<file path="src/rtl/bootpkt_pkg.sv">
package bootpkt_pkg;

   typedef enum logic [2:0] {
      SQ_IDLE,
      SQ_SETTLE,
      SQ_RESET,
      SQ_PUT,
      SQ_FETCH,
      SQ_CAPT,
      SQ_WAIT
   } seq_t;

   typedef enum logic [1:0] {
      PH_X,
      PH_Y,
      PH_MEM
   } phase_t;

endpackage

</file>
<file path="src/rtl/bps_ack_sync.sv">
module bps_ack_sync #(
   parameter int unsigned STAGES = 2
) (
   input  logic clk,
   input  logic rst_n,
   input  logic async_i,
   output logic sync_o
);

   if (STAGES < 2) begin : g_bad_stages
      $error("bps_ack_sync: STAGES must be at least 2");
   end

   logic [STAGES-1:0] stg;

   always_ff @(posedge clk or negedge rst_n) begin
      if (!rst_n) stg <= '0;
      else        stg <= {stg[STAGES-2:0], async_i};
   end

   assign sync_o = stg[STAGES-1];

endmodule

</file>
<file path="src/rtl/bps_delay_timer.sv">
module bps_delay_timer #(
   parameter int unsigned CNT_W = 8
) (
   input  logic             clk,
   input  logic             rst_n,
   input  logic             load_i,
   input  logic [CNT_W-1:0] load_val_i,
   output logic             zero_o
);

   if (CNT_W < 1) begin : g_bad_width
      $error("bps_delay_timer: CNT_W must be positive");
   end

   logic [CNT_W-1:0] cnt;

   always_ff @(posedge clk or negedge rst_n) begin
      if (!rst_n)            cnt <= '0;
      else if (load_i)       cnt <= load_val_i;
      else if (cnt != '0)    cnt <= cnt - 1'b1;
   end

   assign zero_o = (cnt == '0);

endmodule

</file>
<file path="src/rtl/bps_chan_drv.sv">
module bps_chan_drv #(
   parameter int unsigned DATA_W = 8
) (
   input  logic              clk,
   input  logic              rst_n,
   input  logic              clear_i,
   input  logic              put_i,
   input  logic [DATA_W-1:0] put_data_i,
   input  logic              put_last_i,
   input  logic              ack_s_i,
   output logic [DATA_W-1:0] data_o,
   output logic              req_o,
   output logic              tail_o,
   output logic              acked_o,
   output logic              end_o
);

   if (DATA_W < 1) begin : g_bad_width
      $error("bps_chan_drv: DATA_W must be positive");
   end

   logic armed;
   logic waiting;
   logic level_match;

   assign level_match = (ack_s_i == req_o);

   always_ff @(posedge clk or negedge rst_n) begin
      if (!rst_n) begin
         data_o  <= '0;
         req_o   <= 1'b0;
         tail_o  <= 1'b0;
         armed   <= 1'b0;
         waiting <= 1'b0;
         acked_o <= 1'b0;
         end_o   <= 1'b0;
      end else begin
         acked_o <= 1'b0;
         end_o   <= 1'b0;
         if (clear_i) begin
            req_o   <= 1'b0;
            tail_o  <= 1'b0;
            armed   <= 1'b0;
            waiting <= 1'b0;
         end else if (put_i) begin
            data_o <= put_data_i;
            tail_o <= put_last_i;
            armed  <= 1'b1;
         end else if (armed && level_match) begin
            req_o   <= ~req_o;
            armed   <= 1'b0;
            waiting <= 1'b1;
         end else if (waiting && level_match) begin
            waiting <= 1'b0;
            acked_o <= 1'b1;
            if (tail_o) begin
               tail_o <= 1'b0;
               end_o  <= 1'b1;
            end
         end
      end
   end

   a_r5_no_early_toggle: assert property (@(posedge clk) disable iff (!rst_n)
      (req_o != ack_s_i) |=> $stable(req_o));

   a_r4_data_hold: assert property (@(posedge clk) disable iff (!rst_n)
      (req_o != ack_s_i) |=> $stable(data_o));

   a_r4_data_before_req: assert property (@(posedge clk) disable iff (!rst_n)
      !$stable(req_o) |-> $stable(data_o));

   a_r6_tail_done: assert property (@(posedge clk) disable iff (!rst_n)
      $fell(tail_o) && !$past(clear_i) |-> end_o);

   a_r6_done_tail: assert property (@(posedge clk) disable iff (!rst_n)
      end_o |-> $fell(tail_o));

endmodule

</file>
<file path="src/rtl/bootpkt_sender.sv">
module bootpkt_sender #(
   parameter int unsigned DATA_W        = 8,
   parameter int unsigned ADDR_W        = 16,
   parameter int unsigned SETTLE_CYCLES = 50_000_000,
   parameter int unsigned RESET_CYCLES  = 1000,
   parameter int unsigned SYNC_STAGES   = 2
) (
   input  logic              clk,
   input  logic              rst_n,
   input  logic              start_i,
   input  logic              rerun_i,
   input  logic [DATA_W-1:0] rerun_x_i,
   input  logic [DATA_W-1:0] rerun_y_i,
   input  logic [ADDR_W-1:0] base_addr_i,
   input  logic [ADDR_W-1:0] last_addr_i,
   output logic              mem_rd_o,
   output logic [ADDR_W-1:0] mem_addr_o,
   input  logic [DATA_W-1:0] mem_data_i,
   output logic [DATA_W-1:0] ch_data_o,
   output logic              ch_req_o,
   input  logic              ch_ack_i,
   output logic              ch_tail_o,
   output logic              mach_rst_o,
   output logic              done_o
);
   import bootpkt_pkg::*;

   localparam int unsigned TMAX  = (SETTLE_CYCLES > RESET_CYCLES) ? SETTLE_CYCLES : RESET_CYCLES;
   localparam int unsigned TMR_W = $clog2(TMAX + 1);

   if (SETTLE_CYCLES < 1 || RESET_CYCLES < 1) begin : g_bad_delay
      $error("bootpkt_sender: delays must be at least one cycle");
   end
   if (ADDR_W < 1 || DATA_W < 1) begin : g_bad_width
      $error("bootpkt_sender: widths must be positive");
   end

   seq_t              state;
   phase_t            phase;
   logic [DATA_W-1:0] off_x;
   logic [DATA_W-1:0] off_y;
   logic [ADDR_W-1:0] addr_q;
   logic [ADDR_W-1:0] last_q;
   logic              empty_q;

   logic              accept;
   logic              tmr_load;
   logic [TMR_W-1:0]  tmr_val;
   logic              tmr_zero;
   logic              ack_s;
   logic              put;
   logic [DATA_W-1:0] put_data;
   logic              put_last;
   logic              acked;
   logic              pkt_end;

   assign accept = (state == SQ_IDLE) && (start_i || rerun_i);

   // shared delay counter: settle first, then reset pulse
   assign tmr_load = accept || ((state == SQ_SETTLE) && tmr_zero);
   assign tmr_val  = accept ? TMR_W'(SETTLE_CYCLES - 1) : TMR_W'(RESET_CYCLES - 1);

   bps_delay_timer #(.CNT_W(TMR_W)) u_timer (
      .clk        (clk),
      .rst_n      (rst_n),
      .load_i     (tmr_load),
      .load_val_i (tmr_val),
      .zero_o     (tmr_zero)
   );

   bps_ack_sync #(.STAGES(SYNC_STAGES)) u_sync (
      .clk     (clk),
      .rst_n   (rst_n),
      .async_i (ch_ack_i),
      .sync_o  (ack_s)
   );

   assign put      = (state == SQ_PUT) || (state == SQ_CAPT);
   assign put_data = (state == SQ_CAPT) ? mem_data_i :
                     (phase == PH_X)    ? off_x : off_y;
   assign put_last = ((state == SQ_PUT) && (phase == PH_Y) && empty_q) ||
                     ((state == SQ_CAPT) && (addr_q == last_q));

   bps_chan_drv #(.DATA_W(DATA_W)) u_chan (
      .clk        (clk),
      .rst_n      (rst_n),
      .clear_i    (accept),
      .put_i      (put),
      .put_data_i (put_data),
      .put_last_i (put_last),
      .ack_s_i    (ack_s),
      .data_o     (ch_data_o),
      .req_o      (ch_req_o),
      .tail_o     (ch_tail_o),
      .acked_o    (acked),
      .end_o      (pkt_end)
   );

   always_ff @(posedge clk or negedge rst_n) begin
      if (!rst_n) begin
         state   <= SQ_IDLE;
         phase   <= PH_X;
         off_x   <= '0;
         off_y   <= '0;
         addr_q  <= '0;
         last_q  <= '0;
         empty_q <= 1'b0;
      end else begin
         unique case (state)
            SQ_IDLE: begin
               if (accept) begin
                  if (rerun_i) begin
                     off_x <= rerun_x_i;
                     off_y <= rerun_y_i;
                  end
                  addr_q  <= base_addr_i;
                  last_q  <= last_addr_i;
                  empty_q <= (last_addr_i < base_addr_i);
                  state   <= SQ_SETTLE;
               end
            end
            SQ_SETTLE: if (tmr_zero) state <= SQ_RESET;
            SQ_RESET: begin
               if (tmr_zero) begin
                  phase <= PH_X;
                  state <= SQ_PUT;
               end
            end
            SQ_PUT:   state <= SQ_WAIT;
            SQ_FETCH: state <= SQ_CAPT;
            SQ_CAPT:  state <= SQ_WAIT;
            SQ_WAIT: begin
               if (acked) begin
                  if (pkt_end) begin
                     state <= SQ_IDLE;
                  end else begin
                     unique case (phase)
                        PH_X: begin
                           phase <= PH_Y;
                           state <= SQ_PUT;
                        end
                        PH_Y: begin
                           phase <= PH_MEM;
                           state <= SQ_FETCH;
                        end
                        default: begin
                           addr_q <= addr_q + 1'b1;
                           state  <= SQ_FETCH;
                        end
                     endcase
                  end
               end
            end
            default: state <= SQ_IDLE;
         endcase
      end
   end

   assign mem_rd_o   = (state == SQ_FETCH);
   assign mem_addr_o = addr_q;
   assign mach_rst_o = (state == SQ_RESET);
   assign done_o     = pkt_end;

   // length of the most recent machine reset pulse
   logic [TMR_W:0] rst_run;
   always_ff @(posedge clk or negedge rst_n) begin
      if (!rst_n)          rst_run <= '0;
      else if (mach_rst_o) rst_run <= rst_run + 1'b1;
      else                 rst_run <= '0;
   end

   a_r2_reset_len: assert property (@(posedge clk) disable iff (!rst_n)
      $fell(mach_rst_o) |-> (rst_run == (TMR_W+1)'(RESET_CYCLES)));

   a_r2_no_byte_in_reset: assert property (@(posedge clk) disable iff (!rst_n)
      mach_rst_o |=> $stable(ch_req_o));

   a_r8_offsets_held: assert property (@(posedge clk) disable iff (!rst_n)
      (state != SQ_IDLE) |=> ($stable(off_x) && $stable(off_y) && $stable(last_q)));

   a_r9_no_read_empty: assert property (@(posedge clk) disable iff (!rst_n)
      (empty_q && state != SQ_IDLE) |-> !mem_rd_o);

   a_r10_clear_on_start: assert property (@(posedge clk) disable iff (!rst_n)
      accept |=> (!ch_req_o && !ch_tail_o));

endmodule

</file>
<file path="config.mk">
export PLATFORM = sky130hd
export DESIGN_NAME = bootpkt_sender
export DESIGN_NICKNAME = d
export VERILOG_FILES = /design/src/rtl/bootpkt_pkg.sv /design/src/rtl/bps_ack_sync.sv /design/src/rtl/bps_delay_timer.sv /design/src/rtl/bps_chan_drv.sv /design/src/rtl/bootpkt_sender.sv
export SDC_FILE = /design/constraint.sdc
export NUM_CORES = 1
export LEC_CHECK = 0
export CAP_MARGIN = 10
export CORE_ASPECT_RATIO = 0.9
export CORE_UTILIZATION = 54
export CTS_BUF_LIST = sky130_fd_sc_hd__clkbuf_16
export DETAILED_ROUTE_END_ITERATION = 10
export GPL_TIMING_DRIVEN = 0
export PLACE_DENSITY = 0.81
export SKIP_LAST_GASP = 1
export SYNTH_ARGS = -nofsm -noshare
export SYNTH_HDL_FRONTEND = slang
export SYNTH_HIERARCHICAL = 1
export SYNTH_SLANG_ARGS = --single-unit
</file>
<file path="constraint.sdc">
create_clock -name clk -period 4 [get_ports clk]
set_input_delay 0.6 -clock clk [delete_from_list [all_inputs] [get_ports clk]]
set_output_delay 0.6 -clock clk [all_outputs]
set_load 0.01 [all_outputs]
</file>
Word level (Yosys, flattened, before mapping). Cells that the tools add are included.

Bits in registers: 96. Latch bits: 0. Memory bits (writable): 0. ROM bits: 0. Input bits: 61. Word-level logic and storage cells: 116. Memories: 0.

$add $sub $neg: 2. Multiply operators: 0. Div/mod/pow operators: 0. $lt $le $gt $ge: 1. Eq/ne operators: 18. Shift operators: 0. Muxes and demuxes: 44. Bitwise gates (word level): 2. Reductions and logical operators: 33.

Operator list (count): $mux 26 (3); $mux 16 (4); $pmux 16 s2 (1); $logic_not 26->1 (1); $reduce_bool 26->1 (1); $sub 26x1->26 const B (1); $mux 1 (22); $mux 3 (6); $pmux 3 s6 (1); $add 16x1->16 const B (1); $eq 16x16->1 (1); $lt 16x16->1 (1); $mux 8 (2); $ne 2x2->1 const B (5); $reduce_and 2->1 (5); $reduce_and 5->1 (2); $eq 3x3->1 const B (3); $reduce_bool 3->1 (3); $pmux 2 s2 (2); $reduce_bool 2->1 (4); $logic_and 1x1->1 (7); $eq 3x2->1 const B (2); $mux 2 (3); $ne 3x3->1 const B (2); other kinds (11) (17).

Longest topological paths before layout. Gate-level depths: netlist (run 1).

Depth after elaboration: 6. Depth in mapped cells: 13. Depth with buffers taken out: 11.

Cells and area by module. The synthesis (run 1) kept the hierarchy.

By module, submodules not included: bootpkt_sender (times used 1, cells each 381, area an instance 3321.9 um^2, seq. area each 1351.3 um^2); bps_delay_timer (times used 1, cells each 163, area an instance 1566.5 um^2, seq. area each 650.6 um^2); bps_chan_drv (times used 1, cells each 40, area an instance 561.8 um^2, seq. area each 350.3 um^2); bps_ack_sync (times used 1, cells each 2, area an instance 50.0 um^2, seq. area each 50.0 um^2).

Worst setup path after synthesis (run 1). No wires, ideal clock.

Kind: register to register. Start: register u_timer.cnt[0]. End: register u_timer.cnt[21]. Setup time: 0.126 ns. Arrival: 2.760 ns. Data required time: 3.874 ns. Slack: 1.114 ns. Stages on the path, launching flop included: 13. Path buffers: 3. Cells stage by stage: dfrtp_1 > inv_1 > ha_1 > nor4b_4 > nand4_4 > nor2b_2 > buf_4 > inv_1 > a2111oi_0 > clkbuf_1 > clkbuf_1 > mux2i_1 > mux2i_1.

Word-level cells in the longest chain between the ends: 4.

Ends and longest elaborated chain: from (decl) (RTL line bps_delay_timer.sv:15) `logic [CNT_W-1:0] cnt;`; from (signal assigned) (RTL line bps_delay_timer.sv:19) `else if (load_i) cnt <= load_val_i;`; from (signal assigned) (RTL line bps_delay_timer.sv:20) `else if (cnt != '0) cnt <= cnt - 1'b1;`; $logic_not 26->1 (*) (RTL line bps_delay_timer.sv:23) `assign zero_o = (cnt == '0);`; via tmr_zero (RTL line bootpkt_sender.sv:49) `logic tmr_zero;`; $logic_and 1x1->1 (*) (RTL line bootpkt_sender.sv:60) `assign tmr_load = accept || ((state == SQ_SETTLE) && tmr_zero);`; $logic_or 1x1->1 (*) (RTL line bootpkt_sender.sv:60); via tmr_load (RTL line bootpkt_sender.sv:47) `logic tmr_load;`; $mux 26 or $reduce_bool 2->1 (tied branches).

The timed path passes the listed nets; every way through them passes the cells marked *. The select of a mux whose other input is x is not followed. A chain may end at the register's enable or synchronous reset.

Worst setup path after layout (run 1). Ends and elaborated chain as after synthesis.

==> results.md, run 1 <==
* Synth cell count leaders: 96 x dfrtp_1, 94 x nand2_1, 43 x o21ai_0, 37 x a21oi_1, 34 x nor2_1
* Syn_area_per_cell at 9.39 um^2
* Core area at around 9800 um^2
* Layout cell share with drive strength beyond 1 at 11.4%
* Asr flop ratio synth at 100%
* Slowest CP cell: clkbuf_1
* Top_reg_cell synth: dfrtp_1
* Synth Area in XOR/XNOR at about 5.4%
* Final ANT Viol Nets at 0
* Synth area leaders: dfrtp_1 44%, nand2_1 6.4%, mux2_2 5.1%, o21ai_0 3.9%, ha_1 3.9%
* Final HPWL DP at 10,100 um
* Fin. Hold Viols at 0
* Worst VDD drop at 0.385 mV
* Synth Area in Simple Gates at 20.7%
* Syn-to-layout area delta at 25.2%
* #FFs+latches synth at 96
* Diode count at 0
* Deepest clock path buffer count at 2
* Post-synthesis compound-gate area fraction at 14.2%
* Layout net count at between 700 and 800
* Final Cell Area at 6880 um^2
* Crit path max-delay family: buffers and inverters
* Worst Path Arrival at 3.74 ns
* Post-route insts no fill at 826
* Congestion Overflow GR at 0
* Least-Margin Pin Slew at 0.605 ns
* Power Density at 736 nW/um^2
* Worst skew pair latency at ~0.36 ns
* PortBufs at just under 90
* Sequential area share after synthesis at 43.7%
* First-pass GRT wire length at 22,700 um
* RD Place Congestion at 0.940
* Synth Warn # at 6
* Most frequent cell after synthesis: dfrtp_1
* Max-slew violation count at 0
* Die area at 10,600 um^2
* Starting Density at 56.2%
* Worst slew margin at 59.7%
* Die H at 97.7 um
* Adder-Cell Fraction of Synth Area at 3.87%
* Clk slew on worst S/H paths at 0.08 ns
* Flop-to-flop setup slack at around 0.5 ns
* DRT Pass-1 Iters at 7
* Netlist cell types at 62
* Post-CTS sizing at 0
* Setup Skew at 0.0115 ns
* Post-DP Area at 6600 um^2
* Total vias in the final route at 4,740
* IO Count at 90
* Vias in the first global route at 4,679
* Unrepaired setup endpoints after global routing: false
* Largest family of logic cells by synthesized area: simple AND/OR/NAND/NOR gates
* Cell chain of the critical path: inv_1, ha_1, nor4b_4, nand4_4, nor2b_2, buf_4, inv_1, a2111oi_0, clkbuf_1, clkbuf_1, mux2i_1, mux2i_1
* Min cycle time layout at 3.51 ns
* Fmax at 285 MHz
* Yosys top cell by area: dfrtp_1
* Final worst-path cycle share at between 80% and 90%
* Post-CTS setup buffers at 0
* Mapped Cells at 586
* Via density at 5.74
* Post-synth EDFFs at 0
* Post-Synthesis Cell Area at 5500 um^2
* CTS Buf Count at 9
* Tot GR Track Use at 27.4%
* DP Cell Count at 810
* Site Rows at 34
* Initial antenna violation count at 0
* Top-area cell type share of the netlist area at 43.7%
* Run status: finished, final reports clean
* Worst setup EP type: flip-flop
* Leakage at 0.00292 uW
* Critical-path maximum fanout at 13
* Iter 0 DRT Violations at roughly 350
* H-tree Lvls at 3
* Worst setup SP type: flip-flop
* Hold/Removal Path Class: input port to async pin
* Setup violations, final at 0
* Max_cap viols at 0
* DRC Markers at 0
* CTS hold repair buffers at 0
* CTS Sinks at 96
* CP Buf/Inv Count at 5
* Clk root buf: clkbuf_16
* Wire per inst at 16.9 um
* Largest net degree at the start of global routing at 51
* Final WL at 13,900 um
* Crit-path max cell delay at between 0.4 and 0.5 ns
* Critical path required time at about 4.2 ns
* PnR Total Power at 5070 uW
* Die width at ~110 um
* WS Path Type: flip-flop to flip-flop
* Mux contribution to synthesized area at 7.67%
* CTS tree: done
-- power by group --
group / total [uW] / internal, uW / switching [uW]
registers: 1890 / 1420 / 464
clock network: 827 / 428 / 399
logic: 2350 / 1130 / 1220
total: 5070 / 2990 / 2080
-- stage by stage --
stage / util [%] / setup TNS (ns) / hold slack [ns] / setup slack, ns
3_5_place_dp: 67.5 / 0 / 0.340 / 0.544
5_1_grt: 70.4 / 0 / 0.293 / 0.103
3_3_place_gp: 67.2 / -118.82 / 0.335 / -1.24
6_report: 70.4 / 0 / 0.241 / 0.490
4_1_cts: 70.4 / 0 / 0.261 / 0.516
2_1_floorplan: - / 0 / 0.304 / 1.11
-- worst reg2reg max path, cell delays in order (launching register included) --
cell and delay, ns:
dfrtp_1 0.40, inv_1 0.10, ha_1 0.24, nor4b_4 0.34, nand4_4 0.20, nor2b_2 0.22, buf_4 0.24, inv_1 0.07
a2111oi_0 0.38, clkbuf_1 0.34, clkbuf_1 0.48, mux2i_1 0.25, mux2i_1 0.11
-- metal layers --
layer  GRT usage, %  up-vias  share of wire, %
met5              0        -                 0
met4           7.28        0               1.3
met3           5.74       24               7.0
met2           44.6      177                48
met1           37.2     2274                43
li1               -     2265                 -
-- area by class of cell --
type / count / area [um^2]
fillers: 793 / 2900
multi-input cells: 443 / 2890
plain buffers: 29 / 139
well taps: 126 / 158
clock inverters: 7 / 55.1
clock buffers: 9 / 225
inverters: 26 / 97.6
flip-flops and latches: 96 / 2400
repair buffers: 90 / 916
-- cells in the final DEF, fill, tap and decap left out, types with 7 or more instances in the layout --
master,count
a21oi_1,37
buf_2,15
clkbuf_1,11
clkbuf_16,9
clkdlybuf4s50_1,88
conb_1,10
dfrtp_1,96
ha_1,17
inv_1,25
mux2_2,25
mux2i_1,14
nand2_1,94
nand3_1,13
nand4_1,7
nor2_1,34
nor3_1,11
nor4_1,9
o21ai_0,43
o22ai_1,7
o31ai_1,7
xnor2_1,18
xor2_1,16
-- state kept, by name, indices dropped and copies added (netlist names) --
name	flops
u_timer/cnt	26
last_q	16
mem_addr_o	16
off_x	8
off_y	8
u_chan/data_o	8
state	3
phase	2
u_sync/stg	2
empty_q	1
u_chan/acked_o	1
u_chan/armed	1
u_chan/end_o	1
u_chan/req_o	1
u_chan/tail_o	1
u_chan/waiting	1
-- worst paths after layout --
check                             endpoint  cells after the start            from
setup / recovery           u_timer/cnt[21]                     12  u_timer/cnt[0]
hold / removal               mem_addr_o[1]                      1           rst_n
setup reg to reg           u_timer/cnt[21]                     12  u_timer/cnt[0]
hold reg to reg              u_sync/stg[1]                      0   u_sync/stg[0]
max in group asynchronous  u_timer/cnt[14]                      2           rst_n
min in group clk             u_sync/stg[1]                      0   u_sync/stg[0]
-- logic make-up (layout without fill, tap and decap cells) --
kind of cell             after synthesis  count (layout)
adder cells (fa/ha/maj)               17              17
buffers and inverters                 55             161
multiplexers                          39              39
other                                  2              10
AND/OR/NAND/NOR                      213             213
XOR/XNOR                              34              34
flip-flops                            96              96
AO/OA/AOI/OAI                        130             130
Power figures use the tool's default switching activity.
==> run 2, diff against run 1 <==
--- a/config.mk
+++ b/config.mk
@@ -7,11 +7,10 @@
 export LEC_CHECK = 0
 export CAP_MARGIN = 10
 export CORE_ASPECT_RATIO = 0.9
-export CORE_UTILIZATION = 54
+export CORE_UTILIZATION = 40
 export CTS_BUF_LIST = sky130_fd_sc_hd__clkbuf_16
 export DETAILED_ROUTE_END_ITERATION = 10
 export GPL_TIMING_DRIVEN = 0
-export PLACE_DENSITY = 0.81
 export SKIP_LAST_GASP = 1
 export SYNTH_ARGS = -nofsm -noshare
 export SYNTH_HDL_FRONTEND = slang
==> results.md, run 2 (same netlist as run 1, synthesis figures left out) <==
* Leakage at 0.00293 uW (+0.37%)
* Critical path required time at 4.23 ns (about the same)
* Die H at 113 um (+16%)
* Critical-path maximum fanout at 13 (unchanged)
* Max-slew violation count at 0 (unchanged)
* Worst skew pair latency at 0.35 ns (about the same)
* Layout cell share with drive strength beyond 1 at 11.6% (+0.14 points)
* Largest net degree at the start of global routing at 61 (+20%)
* Post-CTS setup buffers at 0 (unchanged)
* Least-Margin Pin Slew at 0.592 ns (-0.0127 ns)
* RD Place Congestion at 0.856 (-9.0%)
* Commonest non-fill, non-tap cell in the layout: dfrtp_1
* Largest Register: u_timer/cnt
* Max_cap viols at 0 (unchanged)
* Wire per inst at 16.2 um (-4.0%)
* Final Cell Area at 6970 um^2 (+1.2%)
* WS Path Type: flip-flop to flip-flop
* Cell chain of the critical path: inv_1, ha_1, nor4b_4, nand4_4, nor2b_2, buf_4, inv_1, a2111oi_0, clkbuf_1, clkbuf_1, mux2i_1, mux2i_1
* Setup_tns at 0 ns (unchanged)
* Power Density at 733 nW/um^2 (-0.38%)
* Slowest CP cell: clkbuf_1
* Clk slew on worst S/H paths at 0.08 ns (about the same)
* Initial antenna violation count at 0 (unchanged)
* Clk root buf: clkbuf_16
* Via density at 5.32 (-7.2%)
* Diode count at 0 (unchanged)
* IO Count at 90 (unchanged)
* Setup violations, final at 0 (unchanged)
* Iter 0 DRT Violations at 259 (-25%)
* Unrepaired setup endpoints after global routing: false
* Fillers at 1,235 (+56%)
* H-tree Lvls at 3 (unchanged)
* CTS Sinks at 96 (unchanged)
* Crit-path max cell delay at 0.46 ns (-0.02 ns)
* Final HPWL DP at 10,300 um (+1.7%)
* Congestion Overflow GR at 0 (unchanged)
* CTS hold repair buffers at 0 (unchanged)
* Die area at 14,200 um^2 (+34%)
* Most frequent cells in the layout: 96 x dfrtp_1, 94 x nand2_1, 88 x clkdlybuf4s50_1, 43 x o21ai_0, 37 x a21oi_1
* Syn-to-layout area delta at 26.7%
* Flop-to-flop setup slack at 0.40 ns (-0.08 ns)
* Hold/Removal Path Class: input port to async pin
* Fin. Hold Viols at 0 (unchanged)
* Final WL at 14,000 um (+0.85%)
* Die width at 126 um (+16%)
* Post-DP Area at 6660 um^2 (+0.80%)
* Worst setup SP type: flip-flop
* Site Rows at 40 (+18%)
* Layout net count at 773 (unchanged)
* Post-CTS sizing at 0 (unchanged)
* DRC Markers at 8 (+8)
* CTS Buf Count at 9 (unchanged)
* Worst setup EP type: flip-flop
* Total vias in the final route at 4,622 (-2.5%)
* Core area at 13,400 um^2 (+37%)
* PortBufs at 89 (unchanged)
* Run status: finished, violations left
* Final ANT Viol Nets at 0 (unchanged)
* Failing checks: DRC
* Final worst-path cycle share at 89.9% (+2.1 points)
* Worst VDD drop at 0.422 mV (+9.6%)
* Fmax at 278 MHz (-2.4%)
* Setup Skew at 0.0129 ns (+0.00137 ns)
* Finished Core Util at 52.1% (-18 points)
* Starting Density at 41.2% (-15 points)
* First-pass GRT wire length at 23,500 um (+3.8%)
* DRT Pass-1 Iters at 7 (unchanged)
* Worst Path Arrival at 3.82 ns (+0.08 ns)
* Worst slew margin at 60.5% (+0.85 points)
* PnR Total Power at 5110 uW (+0.83%)
* Tot GR Track Use at 21.1% (-6.3 points)
* Flip-flop count of the largest register after layout at 26 (unchanged)
* Vias in the first global route at 4,482 (-4.2%)
* CTS tree: done
* Deepest clock path buffer count at 2 (unchanged)
* Min cycle time layout at 3.60 ns (+0.0848 ns)
[run 2: cell count changes in the layout (fill, tap and decap cells not counted), sizes merged]
| cell | previous run | this run |
|---|---|---|
| bufinv | 0 | 1 |
| clkinv | 5 | 2 |
| clkinvlp | 0 | 1 |
| inv | 28 | 29 |
[run 2: final timing paths]
path / to / depth (start not counted) / from
worst max-delay path: u_timer/cnt[21] / 12 / u_timer/cnt[0]
max in group asynchronous: mem_addr_o[13] / 2 / rst_n
worst min-delay path: off_x[5] / 1 / rst_n
min in group clk: u_sync/stg[1] / 0 / u_sync/stg[0]
worst min register to register: u_sync/stg[1] / 0 / u_sync/stg[0]
worst max register to register: u_timer/cnt[21] / 12 / u_timer/cnt[0]
[run 2: final cells by class]
cell class / instances / area (um^2) / share of cell area [%]
Sequential cell: 96 / 2400 / 34.5
Inverter: 26 / 97.6 / 1.40
Clock buffer: 9 / 225 / 3.23
Multi-Input combinational cell: 443 / 2890 / 41.5
Clock inverter: 7 / 86.3 / 1.24
Tap cell: 168 / 210 / 3.02
Buffer: 29 / 139 / 1.99
Timing Repair Buffer: 90 / 916 / 13.1
[run 2: critical path, delay by kind of cell, from the launching register on]
kind,cells,cell delay (ns)
AOI/OAI and AO/OA,1,0.41
adders and majority gates,1,0.25
buffers and inverters,5,1.23
DFF,1,0.40
muxes,2,0.34
and+or+nand+nor,3,0.82
[run 2: per-layer routing]
layer	GRT usage, %	wire length [um]	part of all wire (%)
met2	33.1	6550	47
met1	29.1	6680	48
met5	0	0	0
met4	4.47	60	0.43
met3	5.63	763	5.4
[run 2: stage by stage]
stage               hold WS [ns]  worst slack [ns]  cells
floorplan                  0.304              1.11    594
global placement           0.339             -1.50    851
detailed placement         0.345             0.407    852
CTS                        0.233             0.385    868
global route               0.247            0.0119    868
finish                     0.216             0.405    868
[run 2: report_power, final]
group	total, uW	leakage (uW)	internal, uW	switching [uW]
Sequential	1860	0.00116	1420	440
Combinational	2340	0.00162	1130	1210
Clock	903	0.000150	498	405
Total	5110	0.00293	3050	2050
